File: src/rtl/flash_cmd_pkg.sv
// Shared state encoding and command constants for the flash command decoder.
// Assumes unlock keys are compared on a 15-bit key address.
package flash_cmd_pkg;

    typedef enum logic [3:0] {
        ST_READ,
        ST_KEY1,
        ST_KEY2,
        ST_PROG_ARM,
        ST_ERA_ARM,
        ST_ERA_KEY1,
        ST_ERA_KEY2,
        ST_GATHER,
        ST_ERASING,
        ST_SUSPENDED
    } seq_state_t;

    localparam int KEY_ADDR_W = 15;

    localparam logic [KEY_ADDR_W-1:0] KEY_ADDR_FIRST  = 15'h5555;
    localparam logic [KEY_ADDR_W-1:0] KEY_ADDR_SECOND = 15'h2AAA;

    localparam logic [7:0] BYTE_KEY_FIRST  = 8'hAA;
    localparam logic [7:0] BYTE_KEY_SECOND = 8'h55;
    localparam logic [7:0] BYTE_PROGRAM    = 8'hA0;
    localparam logic [7:0] BYTE_ERASE_PRE  = 8'h80;
    localparam logic [7:0] BYTE_SECTOR     = 8'h30;
    localparam logic [7:0] BYTE_BLOCK      = 8'h10;
    localparam logic [7:0] BYTE_SUSPEND    = 8'hB0;
    localparam logic [7:0] BYTE_RESUME     = 8'h30;
    localparam logic [7:0] BYTE_RESET      = 8'hF0;

endpackage

File: src/rtl/flash_addr_decode.sv
// Address decode for the command decoder: flags the two key addresses using
// the low key bits only, and extracts the sector index from the top bits.
// Assumes ADDR_W covers at least the key bits plus the sector bits.
module flash_addr_decode
    import flash_cmd_pkg::*;
#(
    parameter int ADDR_W = 19,
    parameter int SECT_W = 3
) (
    input  logic [ADDR_W-1:0] addr,
    output logic              at_key_first,
    output logic              at_key_second,
    output logic [SECT_W-1:0] sector
);
    localparam int MID_W = ADDR_W - SECT_W - KEY_ADDR_W;

    logic [KEY_ADDR_W-1:0] key_bits;
    logic [MID_W-1:0]      unused_mid;

    // Split the address into key bits, unused middle bits and sector bits.
    always_comb begin
        key_bits   = addr[KEY_ADDR_W-1:0];
        unused_mid = addr[ADDR_W-SECT_W-1:KEY_ADDR_W];
        sector     = addr[ADDR_W-1:ADDR_W-SECT_W];
    end

    // Compare the key bits against the two unlock addresses.
    always_comb begin
        at_key_first  = (key_bits == KEY_ADDR_FIRST);
        at_key_second = (key_bits == KEY_ADDR_SECOND);
    end

endmodule

File: src/rtl/flash_seq_timer.sv
// Inter-byte and gather-window timer. Counts idle cycles while running and
// restarts on every write. Flags expiry in the cycle the count reaches the
// selected limit minus one. Assumes both limits are at least 2.
module flash_seq_timer #(
    parameter int TMO_CYC    = 64,
    parameter int GATHER_CYC = 40
) (
    input  logic clk,
    input  logic rst_n,
    input  logic run,
    input  logic restart,
    input  logic use_gather,
    output logic expired
);
    localparam int MAX_CYC = (TMO_CYC > GATHER_CYC) ? TMO_CYC : GATHER_CYC;
    localparam int CNT_W   = $clog2(MAX_CYC + 1);
    localparam logic [CNT_W-1:0] TMO_LAST    = CNT_W'(TMO_CYC - 1);
    localparam logic [CNT_W-1:0] GATHER_LAST = CNT_W'(GATHER_CYC - 1);

    logic [CNT_W-1:0] count;
    logic [CNT_W-1:0] limit;

    // Idle-cycle counter, cleared on writes and outside timed states.
    always_ff @(posedge clk) begin
        if (!rst_n || restart || !run) begin
            count <= '0;
        end else if (count != limit) begin
            count <= count + 1'b1;
        end
    end

    // Pick the limit for the current state and raise expiry on reaching it.
    always_comb begin
        limit   = use_gather ? GATHER_LAST : TMO_LAST;
        expired = run && !restart && (count == limit);
    end

endmodule

File: src/rtl/flash_sector_gather.sv
// Gathers the sector mask for a sector erase, one bit per sector. A sector
// is added only if its protect flag is clear when its address arrives.
// Assumes the caller clears the mask before each new erase sequence.
module flash_sector_gather #(
    parameter int N_SECT = 8,
    parameter int SECT_W = 3
) (
    input  logic              clk,
    input  logic              rst_n,
    input  logic              clear,
    input  logic              add,
    input  logic [SECT_W-1:0] sector,
    input  logic [N_SECT-1:0] prot,
    output logic [N_SECT-1:0] mask
);
    for (genvar i = 0; i < N_SECT; i++) begin : g_bit
        // Set this sector's bit when it is added and not protected.
        always_ff @(posedge clk) begin
            if (!rst_n || clear) begin
                mask[i] <= 1'b0;
            end else if (add && (sector == SECT_W'(i)) && !prot[i]) begin
                mask[i] <= 1'b1;
            end
        end
    end

endmodule

File: src/rtl/flash_cmd_decoder.sv
// Flash command sequence decoder. Turns host byte writes into single-cycle
// back-end commands after checking the unlock keys, enforcing the inter-byte
// timeout, and gathering sector addresses for erase. Assumes wr_en is a
// one-cycle strobe and that erase_done comes only while an erase runs.
module flash_cmd_decoder
    import flash_cmd_pkg::*;
#(
    parameter int ADDR_W     = 19,
    parameter int N_SECT     = 8,
    parameter int TMO_CYC    = 64,
    parameter int GATHER_CYC = 40
) (
    input  logic              clk,
    input  logic              rst_n,
    input  logic              wr_en,
    input  logic [ADDR_W-1:0] wr_addr,
    input  logic [7:0]        wr_data,
    input  logic [N_SECT-1:0] sect_prot,
    input  logic              erase_done,
    output logic              cmd_prog,
    output logic [ADDR_W-1:0] prog_addr,
    output logic [7:0]        prog_data,
    output logic              cmd_sect_erase,
    output logic              cmd_block_erase,
    output logic [N_SECT-1:0] erase_mask,
    output logic              cmd_suspend,
    output logic              cmd_resume,
    output logic              cmd_reset,
    output logic              erase_active
);
    localparam int SECT_W = $clog2(N_SECT);

    seq_state_t        state, state_nx;
    logic              at_key_first, at_key_second;
    logic [SECT_W-1:0] wr_sector;
    logic [N_SECT-1:0] gather_mask;
    logic              timer_run, timer_gather, timer_expired;
    logic              gather_add, gather_clear;
    logic              in_seq, f0_hit, key1_ok, key2_ok;
    logic              prog_nx, sect_nx, block_nx, susp_nx, resume_nx, reset_nx;

    flash_addr_decode #(.ADDR_W(ADDR_W), .SECT_W(SECT_W)) u_dec (
        .addr          (wr_addr),
        .at_key_first  (at_key_first),
        .at_key_second (at_key_second),
        .sector        (wr_sector)
    );

    flash_seq_timer #(.TMO_CYC(TMO_CYC), .GATHER_CYC(GATHER_CYC)) u_tmr (
        .clk        (clk),
        .rst_n      (rst_n),
        .run        (timer_run),
        .restart    (wr_en),
        .use_gather (timer_gather),
        .expired    (timer_expired)
    );

    flash_sector_gather #(.N_SECT(N_SECT), .SECT_W(SECT_W)) u_gth (
        .clk    (clk),
        .rst_n  (rst_n),
        .clear  (gather_clear),
        .add    (gather_add),
        .sector (wr_sector),
        .prot   (sect_prot),
        .mask   (gather_mask)
    );

    // Qualify the incoming write against keys and the reset byte.
    always_comb begin
        key1_ok = wr_en && at_key_first  && (wr_data == BYTE_KEY_FIRST);
        key2_ok = wr_en && at_key_second && (wr_data == BYTE_KEY_SECOND);
        in_seq  = (state != ST_PROG_ARM) && (state != ST_ERASING) &&
                  (state != ST_SUSPENDED);
        f0_hit  = wr_en && in_seq && (wr_data == BYTE_RESET);
    end

    // Timer control: run in partial-sequence and gather states.
    always_comb begin
        timer_run    = (state != ST_READ) && (state != ST_ERASING) &&
                       (state != ST_SUSPENDED);
        timer_gather = (state == ST_GATHER);
        gather_clear = (state == ST_READ);
        gather_add   = wr_en && (wr_data == BYTE_SECTOR) && !f0_hit &&
                       ((state == ST_ERA_KEY2) || (state == ST_GATHER));
    end

    // Next-state and command decode for the sequence machine.
    always_comb begin
        state_nx  = state;
        prog_nx   = 1'b0;
        sect_nx   = 1'b0;
        block_nx  = 1'b0;
        susp_nx   = 1'b0;
        resume_nx = 1'b0;
        reset_nx  = 1'b0;
        if (f0_hit) begin
            reset_nx = 1'b1;
            state_nx = ST_READ;
        end else if (timer_expired) begin
            state_nx = ST_READ;
            if ((state == ST_GATHER) && (gather_mask != '0)) begin
                sect_nx  = 1'b1;
                state_nx = ST_ERASING;
            end
        end else begin
            unique case (state)
                ST_READ: begin
                    if (key1_ok) state_nx = ST_KEY1;
                end
                ST_KEY1: begin
                    if (wr_en) state_nx = key2_ok ? ST_KEY2 : ST_READ;
                end
                ST_KEY2: begin
                    if (wr_en) begin
                        state_nx = ST_READ;
                        if (at_key_first && wr_data == BYTE_PROGRAM)
                            state_nx = ST_PROG_ARM;
                        else if (at_key_first && wr_data == BYTE_ERASE_PRE)
                            state_nx = ST_ERA_ARM;
                    end
                end
                ST_PROG_ARM: begin
                    if (wr_en) begin
                        state_nx = ST_READ;
                        prog_nx  = !sect_prot[wr_sector];
                    end
                end
                ST_ERA_ARM: begin
                    if (wr_en) state_nx = key1_ok ? ST_ERA_KEY1 : ST_READ;
                end
                ST_ERA_KEY1: begin
                    if (wr_en) state_nx = key2_ok ? ST_ERA_KEY2 : ST_READ;
                end
                ST_ERA_KEY2: begin
                    if (wr_en) begin
                        state_nx = ST_READ;
                        if (wr_data == BYTE_SECTOR) begin
                            state_nx = ST_GATHER;
                        end else if (at_key_first && wr_data == BYTE_BLOCK &&
                                     (~sect_prot != '0)) begin
                            block_nx = 1'b1;
                            state_nx = ST_ERASING;
                        end
                    end
                end
                ST_GATHER: begin
                    if (wr_en && wr_data != BYTE_SECTOR) state_nx = ST_READ;
                end
                ST_ERASING: begin
                    if (wr_en && wr_data == BYTE_SUSPEND) begin
                        susp_nx  = 1'b1;
                        state_nx = ST_SUSPENDED;
                    end else if (erase_done) begin
                        state_nx = ST_READ;
                    end
                end
                ST_SUSPENDED: begin
                    if (wr_en && wr_data == BYTE_RESUME) begin
                        resume_nx = 1'b1;
                        state_nx  = ST_ERASING;
                    end
                end
                default: state_nx = ST_READ;
            endcase
        end
    end

    // State register and registered command pulses.
    always_ff @(posedge clk) begin
        if (!rst_n) begin
            state           <= ST_READ;
            cmd_prog        <= 1'b0;
            cmd_sect_erase  <= 1'b0;
            cmd_block_erase <= 1'b0;
            cmd_suspend     <= 1'b0;
            cmd_resume      <= 1'b0;
            cmd_reset       <= 1'b0;
        end else begin
            state           <= state_nx;
            cmd_prog        <= prog_nx;
            cmd_sect_erase  <= sect_nx;
            cmd_block_erase <= block_nx;
            cmd_suspend     <= susp_nx;
            cmd_resume      <= resume_nx;
            cmd_reset       <= reset_nx;
        end
    end

    // Command payload registers, loaded alongside their pulses.
    always_ff @(posedge clk) begin
        if (!rst_n) begin
            prog_addr  <= '0;
            prog_data  <= '0;
            erase_mask <= '0;
        end else begin
            if (prog_nx) begin
                prog_addr <= wr_addr;
                prog_data <= wr_data;
            end
            if (sect_nx)       erase_mask <= gather_mask;
            else if (block_nx) erase_mask <= ~sect_prot;
        end
    end

    // Erase phase flag seen by the host side.
    always_comb begin
        erase_active = (state == ST_ERASING) || (state == ST_SUSPENDED);
    end

endmodule

File: config.mk
export PLATFORM = sky130hd
export DESIGN_NAME = flash_cmd_decoder
export DESIGN_NICKNAME = d
export VERILOG_FILES = /design/src/rtl/flash_cmd_pkg.sv /design/src/rtl/flash_addr_decode.sv /design/src/rtl/flash_seq_timer.sv /design/src/rtl/flash_sector_gather.sv /design/src/rtl/flash_cmd_decoder.sv
export SDC_FILE = /design/constraint.sdc
export NUM_CORES = 1
export LEC_CHECK = 0
export ABC_AREA = 1
export ABC_CLOCK_PERIOD_IN_PS = 2550
export BUFFER_PORTS_ARGS = -buffer_cell sky130_fd_sc_hd__buf_2
export CAP_MARGIN = 25
export CELL_PAD_IN_SITES_DETAIL_PLACEMENT = 0
export CELL_PAD_IN_SITES_GLOBAL_PLACEMENT = 1
export CORE_ASPECT_RATIO = 1.4
export CORE_MARGIN = 1.5
export CORE_UTILIZATION = 36
export CTS_CLUSTER_SIZE = 28
export DETAILED_ROUTE_END_ITERATION = 10
export PLACE_DENSITY_LB_ADDON = 0.1
export REMOVE_ABC_BUFFERS = 1
export SYNTH_ARGS = -nofsm -noshare
export SYNTH_HDL_FRONTEND = slang
export SYNTH_HIERARCHICAL = 1
export SYNTH_SLANG_ARGS = --single-unit
export TNS_END_PERCENT = 100
File: constraint.sdc
create_clock -name clk -period 2.55 [get_ports clk]
set_input_delay 0.3825 -clock clk [delete_from_list [all_inputs] [get_ports clk]]
set_output_delay 0.3825 -clock clk [all_outputs]
set_load 0.02 [all_outputs]
### Word level (Yosys, flattened, before mapping)

Cells that the tools add are included.

* bits of input ports: 39
* register bits after elaboration: 60

* add/sub/neg operators: 1
* reduce and logical (&&, ||, !) cells: 66
* bitwise gates (word level): 4
* mux-type cells: 42
* eq/ne operators: 42
* order comparisons: 1

Operator list (count)
* two-way mux 4 bit: 15
* == test 8 bit (second input constant): 5
* case mux 4 bit (10 select lines): 1
* logical AND 1 bit: 38
* != test 3 bit (second input constant): 9
* two-way mux 1 bit: 17
* == test 4 x 3 -> 1 bit (second input constant): 4
* two-way mux 8 bit: 2
* nonzero test 8 bit: 2
* == test 15 x 14 -> 1 bit (second input constant): 1
* == test 15 bit (second input constant): 1
* logical NOT 1 bit: 13
* == test 3 bit (second input constant): 4
* two-way mux 3 bit: 4
* != test 4 bit (second input constant): 3
* AND reduction 10 bit: 1
* == test 4 x 2 -> 1 bit (second input constant): 2
* == test 4 bit (second input constant): 2
* == test 8 x 5 -> 1 bit (second input constant): 1
* == test 8 x 6 -> 1 bit (second input constant): 1
* == test 8 x 7 -> 1 bit (second input constant): 1
* != test 8 x 6 -> 1 bit (second input constant): 1
* inverter 8 bit: 1
* OR reduction 4 bit: 2
* other kinds (18): 25

### Depth between registers and ports, before layout

Gate-level depths: netlist (run 1).

* depth after elaboration: 11
* mapped depth: 16
* gate-level depth less buffers: 16

### Hierarchy

Netlist (run 1), hierarchy kept.

Modules (own cells, without submodules)
* flash_cmd_decoder: instances 1, area each 2353.5 sq um, sequential area each 900.9 sq um, cells each 374
* flash_seq_timer: instances 1, area each 406.6 sq um, sequential area each 140.1 sq um, cells each 62
* flash_sector_gather: instances 1, area each 350.3 sq um, sequential area each 160.2 sq um, cells each 51
* flash_addr_decode: instances 1, area each 162.7 sq um, sequential area each 0.0 sq um, cells each 39

### Least setup slack after synthesis (run 1)

Ideal clock, no wire load.

* kind: reg2reg
* start: reg u_tmr.count[0]
* end: reg prog_addr[6]
* clock period less this slack: 2294 ps
* required time: 2486 ps
* data arrival time: 2230 ps
* path slack: 256 ps
* stages on the path, launching flop included: 12
* buffers on the path: 2
* cells stage by stage: dfxtp_1 -> ha_1 -> nand2_2 -> nor2_4 -> nand2_4 -> nor3_1 -> clkinv_1 -> nand2_1 -> buf_6 -> clkbuf_1 -> o21ai_0 -> nor2_1

* longest elaborated chain between the ends: 4

RTL lines
* start, declared: RTL line flash_seq_timer.sv:20 `logic [CNT_W-1:0] count;`
* start signal, assigned: RTL line flash_seq_timer.sv:28 `count <= count + 1'b1;`
* == test 7 bit: RTL line flash_seq_timer.sv:35 `expired = run && !restart && (count == limit);`
* logical AND 1 bit: RTL line flash_seq_timer.sv:35
* via timer_expired: RTL line flash_cmd_decoder.sv:37 `logic timer_run, timer_gather, timer_expired;`
* two-way mux 1 bit: RTL line flash_cmd_decoder.sv:99 `end else if (timer_expired) begin`
* two-way mux 1 bit: RTL line flash_cmd_decoder.sv:96 `if (f0_hit) begin`
* end signal, assigned: RTL line flash_cmd_decoder.sv:197 `prog_addr <= wr_addr;`
* end, declared: RTL line flash_cmd_decoder.sv:21 `output logic [ADDR_W-1:0] prog_addr,`

The timed path passes the listed nets, and every way through them passes these cells.
A chain may end at the register's enable or synchronous reset.

### Final worst setup path (run 1)

* start: reg state[1]
* end: reg erase_mask[5]

* elaborated cells on any way between the ends: 25

RTL lines
* start, declared: RTL line flash_cmd_decoder.sv:33 `seq_state_t state, state_nx;`
* start signal, assigned: RTL line flash_cmd_decoder.sv:179 `state <= state_nx;`
* == test 4 x 3 -> 1 bit (*): RTL line flash_cmd_decoder.sv:81 `timer_gather = (state == ST_GATHER);`
* via timer_gather: RTL line flash_cmd_decoder.sv:37
* two-way mux 5 bit (*): RTL line flash_seq_timer.sv:34 `limit = use_gather ? GATHER_LAST : TMO_LAST;`
* == test 7 bit (*): RTL line flash_seq_timer.sv:35
* logical AND 1 bit (*): RTL line flash_seq_timer.sv:35
* via timer_expired: RTL line flash_cmd_decoder.sv:37
* two-way mux 1 bit: RTL line flash_cmd_decoder.sv:99
* two-way mux 1 bit: RTL line flash_cmd_decoder.sv:96
* two-way mux 8 bit / nonzero test 2 bit (equally long branches)
* end signal, assigned: RTL line flash_cmd_decoder.sv:200 `if (sect_nx) erase_mask <= gather_mask;`
* end signal, assigned: RTL line flash_cmd_decoder.sv:201 `else if (block_nx) erase_mask <= ~sect_prot;`
* end, declared: RTL line flash_cmd_decoder.sv:25 `output logic [N_SECT-1:0] erase_mask,`

Mark *: on every way through the listed nets, which the timed path passes. The rest lies on a longest branch.

==> impl_results.md, run 1 <==
* Crit start category: register
* Leak Pwr at around 2 nW
* HP Start: wr_addr[15]
* # hold bufs at CTS at 0
* Core Area at a little under 9000 um^2
* Most frequent cells in the layout: nor2_1 (121), nand2_1 (116), buf_2 (80), inv_1 (72), dfxtp_1 (60)
* Seq cells post-synth at 60
* Initial antenna violation count at 0
* Final Slew Violations at 0
* Final hold vios at 0
* Final min period at approximately 2.2 ns
* Drt wl/cell at approximately 13 um
* Critical Path Source: state[1]$_SDFFE_PP0P_
* Max transition margin at 68.6%
* Total gr overflow at 0
* DP HPWL at about 7 mm
* TritonCTS clock tree: built
* Io pins at 81
* Reg2reg setup slack at about 0.31 ns
* Final WL at 9.11 mm
* Clk slew on worst S/H paths at 0.05 ns
* Die span in y at about 120 um
* Die area at 9680 um^2
* Std cell rows at 41
* Worst EP arrival at 2.44 ns
* Htree depth at 3
* Die Wd at roughly 84 um
* Worst EP required at approximately 2.8 ns
* MaxCap Viol Count at 0
* Period utilisation layout at 87.8%
* DRC Markers at 0
* Setup bufs post-CTS at 0
* Num CTS Buffers at 9
* CTS resizes at 0
* Drt pass-1 iters at 4
* Hold Path Sink: prog_addr[15]$_SDFFE_PN0P_
* RSZ-0062 raised after global routing: false
* Gate Count Post-Synth at about 530
* Initial Utilization at between 30% and 40%
* Fraction of layout cells with a size suffix above 1 at about a fifth
* Syn. warnings at 6
* Antenna viol nets, final at 0
* Slew @ Worst Pin at around 0.47 ns
* Final setup viols at 0
* Vias/cell at between 4 and 5
* Commonest non-fill, non-tap cell in the layout: nor2_1
* DR iter-0 viols at ~140
* Outcome: completed
* Worst VDD drop at roughly 0.34 mV
* Worst skew pair latency at between 0.3 and 0.4 ns
* Critical path type: reg -> reg
* # diodes at 0
* Largest net degree at the start of global routing at 28
* Area growth syn-to-layout at 23.6%
* Gr usage total at around 20%
* Fill cells at just over 1000
* # clock sinks at 60
* Synth Cell Area at 3270 um^2
* Worst Setup End Kind: register
* Clock buffer depth at 2
* Synth cell types at 30
* Max stage delay cell, worst path: dfxtp_1
* Hold_ws at between 0.3 and 0.4 ns
* Clk_skew at roughly 0.0069 ns
* Max stage delay on crit path at ~0.46 ns
* Vias in the first global route at between 3000 and 4000
* Sequential area share after synthesis at a little under two fifths
* Nets at 649
* Crit-path cells: nand2_2, nor2_4, nand2_1, nand2_2, nand2_4, nor3_1, buf_4, clkinv_1, buf_4, nand4_4, nand2_2, nand2_1, a21oi_1
* Hold path cells at 3
* First-pass GRT wire length at approximately 15 mm
* Mean Syn Cell Area at 6.22 um^2
* Crit path max fanout at 10
* Crit path max-delay family: simple AND/OR/NAND/NOR gates
* Most frequent cell on the critical path: nand2_2
* Power Density at roughly 670 nW/um^2
* Number of buffers added on ports at 80
* CTS root buf: clkbuf_16
* Worst min-delay path class: in -> reg
* Fmax at 446 MHz
* Buffers plus inverters on the worst setup path at 3
* Fin util at between 40% and 50%
* Reg2reg end: erase_mask[5]$_SDFFE_PN0P_
* Total vias in the final route at roughly 3400
* Worst r2r src: state[1]$_SDFFE_PP0P_
* R2r worst-path depth at 13
* Routability congestion estimate at 0.867
-- layout make-up --
class | count | area [um^2] | share of cell area [%]
Multi-Input combinational cell | 374 | 1680 | 41.5
Sequential cell | 60 | 1200 | 29.7
Timing Repair Buffer | 87 | 453 | 11.2
Inverter | 77 | 289 | 7.14
Clock buffer | 12 | 267 | 6.59
Tap cell | 107 | 134 | 3.31
Clock inverter | 4 | 22.5 | 0.557
-- per-layer routing --
metal	track usage, %	up-vias	part of all wire, %
li1	-	1794	-
met1	22.9	1469	44
met2	34.8	79	49
met3	5.06	10	4.8
met4	7.87	0	1.7
met5	0	-	0
-- how the worst max path moves through the flow --
| stage | to | slack [ns] | depth (start not counted) |
|---|---|---|---|
| after floorplan | prog_addr[0]$_SDFFE_PN0P_ | -0.03 | 10 |
| after global placement | erase_mask[4]$_SDFFE_PN0P_ | 0.32 | 13 |
| after detailed placement | erase_mask[5]$_SDFFE_PN0P_ | 0.31 | 12 |
| after CTS | erase_mask[5]$_SDFFE_PN0P_ | 0.30 | 12 |
| after global routing | prog_addr[5]$_SDFFE_PN0P_ | 0.12 | 13 |
| final | erase_mask[5]$_SDFFE_PN0P_ | 0.31 | 13 |
-- synth_stat cells --
cell / instances / share of area (%)
clkbuf_1: 6 / 0.69
buf_6: 4 / 1.4
dfxtp_1: 60 / 37
o21a_1: 1 / 0.23
nand4_4: 1 / 0.65
nand2_2: 8 / 1.5
ha_1: 1 / 0.38
or2_1: 1 / 0.19
nor2_4: 4 / 1.4
nand3b_1: 2 / 0.46
inv_2: 4 / 0.46
o21ai_0: 29 / 4.4
clkinv_1: 1 / 0.11
xnor2_1: 1 / 0.27
o21bai_1: 1 / 0.23
nor2_1: 121 / 14
nor2_2: 1 / 0.19
inv_1: 72 / 8.3
nor3_1: 5 / 0.76
nor3_2: 1 / 0.31
a21oi_1: 24 / 3.7
buf_4: 4 / 0.92
nand4_1: 3 / 0.57
nand3_1: 49 / 7.5
buf_2: 1 / 0.15
nor4_1: 1 / 0.19
nand3_2: 1 / 0.31
nor3b_1: 1 / 0.23
nand2_1: 116 / 13
nand2_4: 2 / 0.69
-- worst register-to-register path, cell delays in order, from the launching register on --
cell	delay, ns
dfxtp_1	0.46
nand2_2	0.14
nor2_4	0.20
nand2_1	0.09
nand2_2	0.10
nand2_4	0.09
nor3_1	0.14
buf_4	0.16
clkinv_1	0.11
buf_4	0.17
nand4_4	0.16
nand2_2	0.15
nand2_1	0.10
a21oi_1	0.05
-- cell families after synthesis --
| kind of cell | share of synthesized area [%] |
|---|---|
| AO/OA/AOI/OAI | 8.56 |
| buffers and inverters | 12.0 |
| flip-flops | 36.7 |
| AND/OR/NAND/NOR | 42.1 |
| XOR/XNOR | 0.268 |
| adder cells (fa/ha/maj) | 0.382 |
-- where the power goes --
group | internal [mW] | switching (mW)
registers | 0.982 | 0.0503
clock network | 0.730 | 0.417
logic | 0.173 | 0.360
-- through the flow --
step	worst slack [ns]	cell area, um^2	std cells	TNS [ns]	total power [mW]
after floorplan	-0.0311	3170	511	-0.840	1.41
after global placement	0.323	3760	705	0	1.59
after detailed placement	0.309	3760	705	0	1.59
after CTS	0.301	4050	721	0	2.75
after global routing	0.120	4050	721	0	2.87
final	0.310	4050	721	0	2.71
-- flip-flops by register name, summed over array words and instances, names as in the netlist --
| register | cells |
|---|---|
| prog_addr | 19 |
| erase_mask | 8 |
| prog_data | 8 |
| u_gth/mask | 8 |
| u_tmr/count | 7 |
| state | 4 |
| cmd_block_erase | 1 |
| cmd_prog | 1 |
| cmd_reset | 1 |
| cmd_resume | 1 |
| cmd_sect_erase | 1 |
| cmd_suspend | 1 |
Note: power is estimated with default switching activity, not from simulation.
==> run 2, diff against run 1 <==
--- a/config.mk
+++ b/config.mk
@@ -16,8 +16,9 @@
 export CORE_UTILIZATION = 36
 export CTS_CLUSTER_SIZE = 28
 export DETAILED_ROUTE_END_ITERATION = 10
-export PLACE_DENSITY_LB_ADDON = 0.1
+export PLACE_DENSITY = 0.79
 export REMOVE_ABC_BUFFERS = 1
+export SETUP_SLACK_MARGIN = 0.15
 export SYNTH_ARGS = -nofsm -noshare
 export SYNTH_HDL_FRONTEND = slang
 export SYNTH_HIERARCHICAL = 1
==> run 2 against run 1 <==
Global-route usage decreased by 0.82 points. Combinational power shrank 1%. Largest cell class unchanged. Largest power group unchanged. Sequential share of layout area about the same. Clock skew about the same. Die area is the same.
==> impl_results.md, run 2 (same netlist as run 1, synthesis figures left out) <==
* MaxCap Viol Count at 0
* Most frequent cells in the layout: nor2_1 (121), nand2_1 (116), buf_2 (80), inv_1 (72), dfxtp_1 (59)
* Power share of the combinational group at roughly a fifth
* Vias/cell at ~4.7
* Drt pass-1 iters at 4
* Hold Path Sink: prog_addr[10]$_SDFFE_PN0P_
* Nets at 647
* # hold bufs at CTS at 0
* Worst skew pair latency at 0.33 ns
* Gr usage total at 18.9%
* HP Start: wr_addr[10]
* # clock sinks at 60
* Hold path cells at 3
* Sw power at between 800 and 900 uW
* Antenna viol nets, final at 0
* Final hold vios at 0
* Critical path depth at 14
* Die area at 9680 um^2
* Vias in the first global route at about 3200
* TritonCTS clock tree: built
* Number of buffers added on ports at 80
* Max reg flops at 19
* Initial Utilization at between 30 and 40%
* Commonest non-fill, non-tap cell in the layout: nor2_1
* Clock buffer depth at 2
* Final WL at roughly 9 mm
* Crit path max fanout at 8
* Std cell rows at a little over 40
* Max stage delay cell, worst path: dfxtp_1
* Sequential share of power at a little under two fifths
* Routability congestion estimate at 0.859
* Area growth syn-to-layout at 23.5%
* Power Density at between 600 and 700 nW/um^2
* Fraction of layout cells with a size suffix above 1 at roughly a fifth
* RSZ-0062 raised after global routing: false
* Buffers plus inverters on the worst setup path at 2
* Internal power at approximately 1.9 mW
* Core Area at 8930 um^2
* Clk slew on worst S/H paths at about 0.05 ns
* Crit path max-delay family: simple AND/OR/NAND/NOR gates
* Final Slew Violations at 0
* DP HPWL at around 7 mm
* Worst Setup End Kind: register
* Largest net degree at the start of global routing at 29
* Fin cells at roughly 700
* Fin util at between 40% and 50%
* First-pass GRT wire length at between 10 and 15 mm
* Reg2reg end: erase_mask[0]$_SDFFE_PN0P_
* Max stage delay on crit path at between 0.4 and 0.5 ns
* Leak Pwr at approximately 2 nW
* Placed Cells at approximately 700
* Htree depth at 3
* Total vias in the final route at roughly 3400
* Placed cell area at ~3700 um^2
* DR iter-0 viols at between 100 and 150
* CTS root buf: clkbuf_16
* Largest Register: prog_addr
* R2r worst-path depth at 14
* Num CTS Buffers at 9
* Initial antenna violation count at 0
* Switching portion of total power at roughly 30%
* Critical path type: reg -> reg
* Clock power frac at 43.2%
* Design Area, Final at between 4000 and 5000 um^2
* Final setup viols at 0
* DRC Markers at 0
* Worst min-delay path class: in -> reg
* Dpl ws at between 0.3 and 0.4 ns
* Total gr overflow at 0
* Io pins at a little over 80
* Crit start category: register
* # diodes at 0
* Fmax at between 400 and 500 MHz
* Final min period at between 2 and 2.5 ns
* Reg2reg setup slack at ~0.33 ns
* Clk_skew at between 0.006 and 0.007 ns
* Crit-path cells: nand2_2, nor2_4, nand2_1, nand2_2, nand2_4, nor3_1, buf_4, nand2_2, nor2_4, buf_4, nand3_1, nand2_1, nand2_1, a21oi_1
* Setup slack after layout at between 0.3 and 0.4 ns
* Worst EP required at 2.81 ns
* Setup bufs post-CTS at 0
* Worst r2r src: state[2]$_SDFFE_PP0P_
* Drt wl/cell at around 12 um
* Die Wd at ~84 um
* Worst EP arrival at 2.48 ns
* Slew @ Worst Pin at between 0.4 and 0.5 ns
* Max transition margin at between 60% and 70%
* Period utilisation layout at 87.2%
* Outcome: completed
* Worst VDD drop at around 0.34 mV
* Die span in y at 116 um
* Fill cells at 993
## run 2: cell type report
| type | count | area, um^2 | share of cell area (%) |
|---|---|---|---|
| clock buffers | 10 | 239 | 5.91 |
| clock inverters | 5 | 52.6 | 1.30 |
| inverters | 77 | 289 | 7.15 |
| multi-input cells | 374 | 1690 | 41.7 |
| flip-flops and latches | 60 | 1200 | 29.7 |
| well taps | 107 | 134 | 3.31 |
| repair buffers | 85 | 442 | 10.9 |
## run 2: per-layer routing
layer	part of all wire, %	global-route usage [%]
met3	4.4	3.85
met1	42	20.8
met4	3.0	10.1
met5	0	0
met2	50	34.4
## run 2: metrics by stage
stage / hold slack (ns) / total power, mW / TNS, ns
2_1_floorplan: 0.439 / 1.41 / -0.840
3_3_place_gp: 0.451 / 1.58 / 0
3_5_place_dp: 0.452 / 1.58 / 0
4_1_cts: 0.323 / 2.77 / 0
5_1_grt: 0.355 / 2.89 / 0
6_report: 0.323 / 2.75 / 0
## run 2: power by group through the flow
stage | Combinational (mW) | Clock (mW) | Sequential [mW]
after floorplan | 0.347 | 0 | 1.06
after CTS | 0.530 | 1.21 | 1.03
after global routing | 0.609 | 1.25 | 1.04
final | 0.528 | 1.19 | 1.03
after global placement | 0.530 | 0 | 1.05
after detailed placement | 0.527 | 0 | 1.05
## run 2: worst min-delay path, stage by stage
cell,delay [ns]
buf_2,0.09
o21ai_0,0.07
nor2_1,0.07
## run 2: timing repair
action,4_1_cts,5_1_grt
endpoints found under the hold margin,0,0
endpoints found under the setup margin,0,21
resized for setup,0,3
## run 2: worst max path at each step
stage / from / to
2_1_floorplan: u_tmr/count[0]$_SDFFE_PP0P_ / prog_addr[0]$_SDFFE_PN0P_
3_3_place_gp: state[3]$_SDFFE_PP0P_ / prog_addr[4]$_SDFFE_PN0P_
3_5_place_dp: state[3]$_SDFFE_PP0P_ / prog_addr[4]$_SDFFE_PN0P_
4_1_cts: state[3]$_SDFFE_PP0P_ / prog_addr[4]$_SDFFE_PN0P_
5_1_grt: state[2]$_SDFFE_PP0P_ / erase_mask[5]$_SDFFE_PN0P_
6_report: state[2]$_SDFFE_PP0P_ / erase_mask[0]$_SDFFE_PN0P_
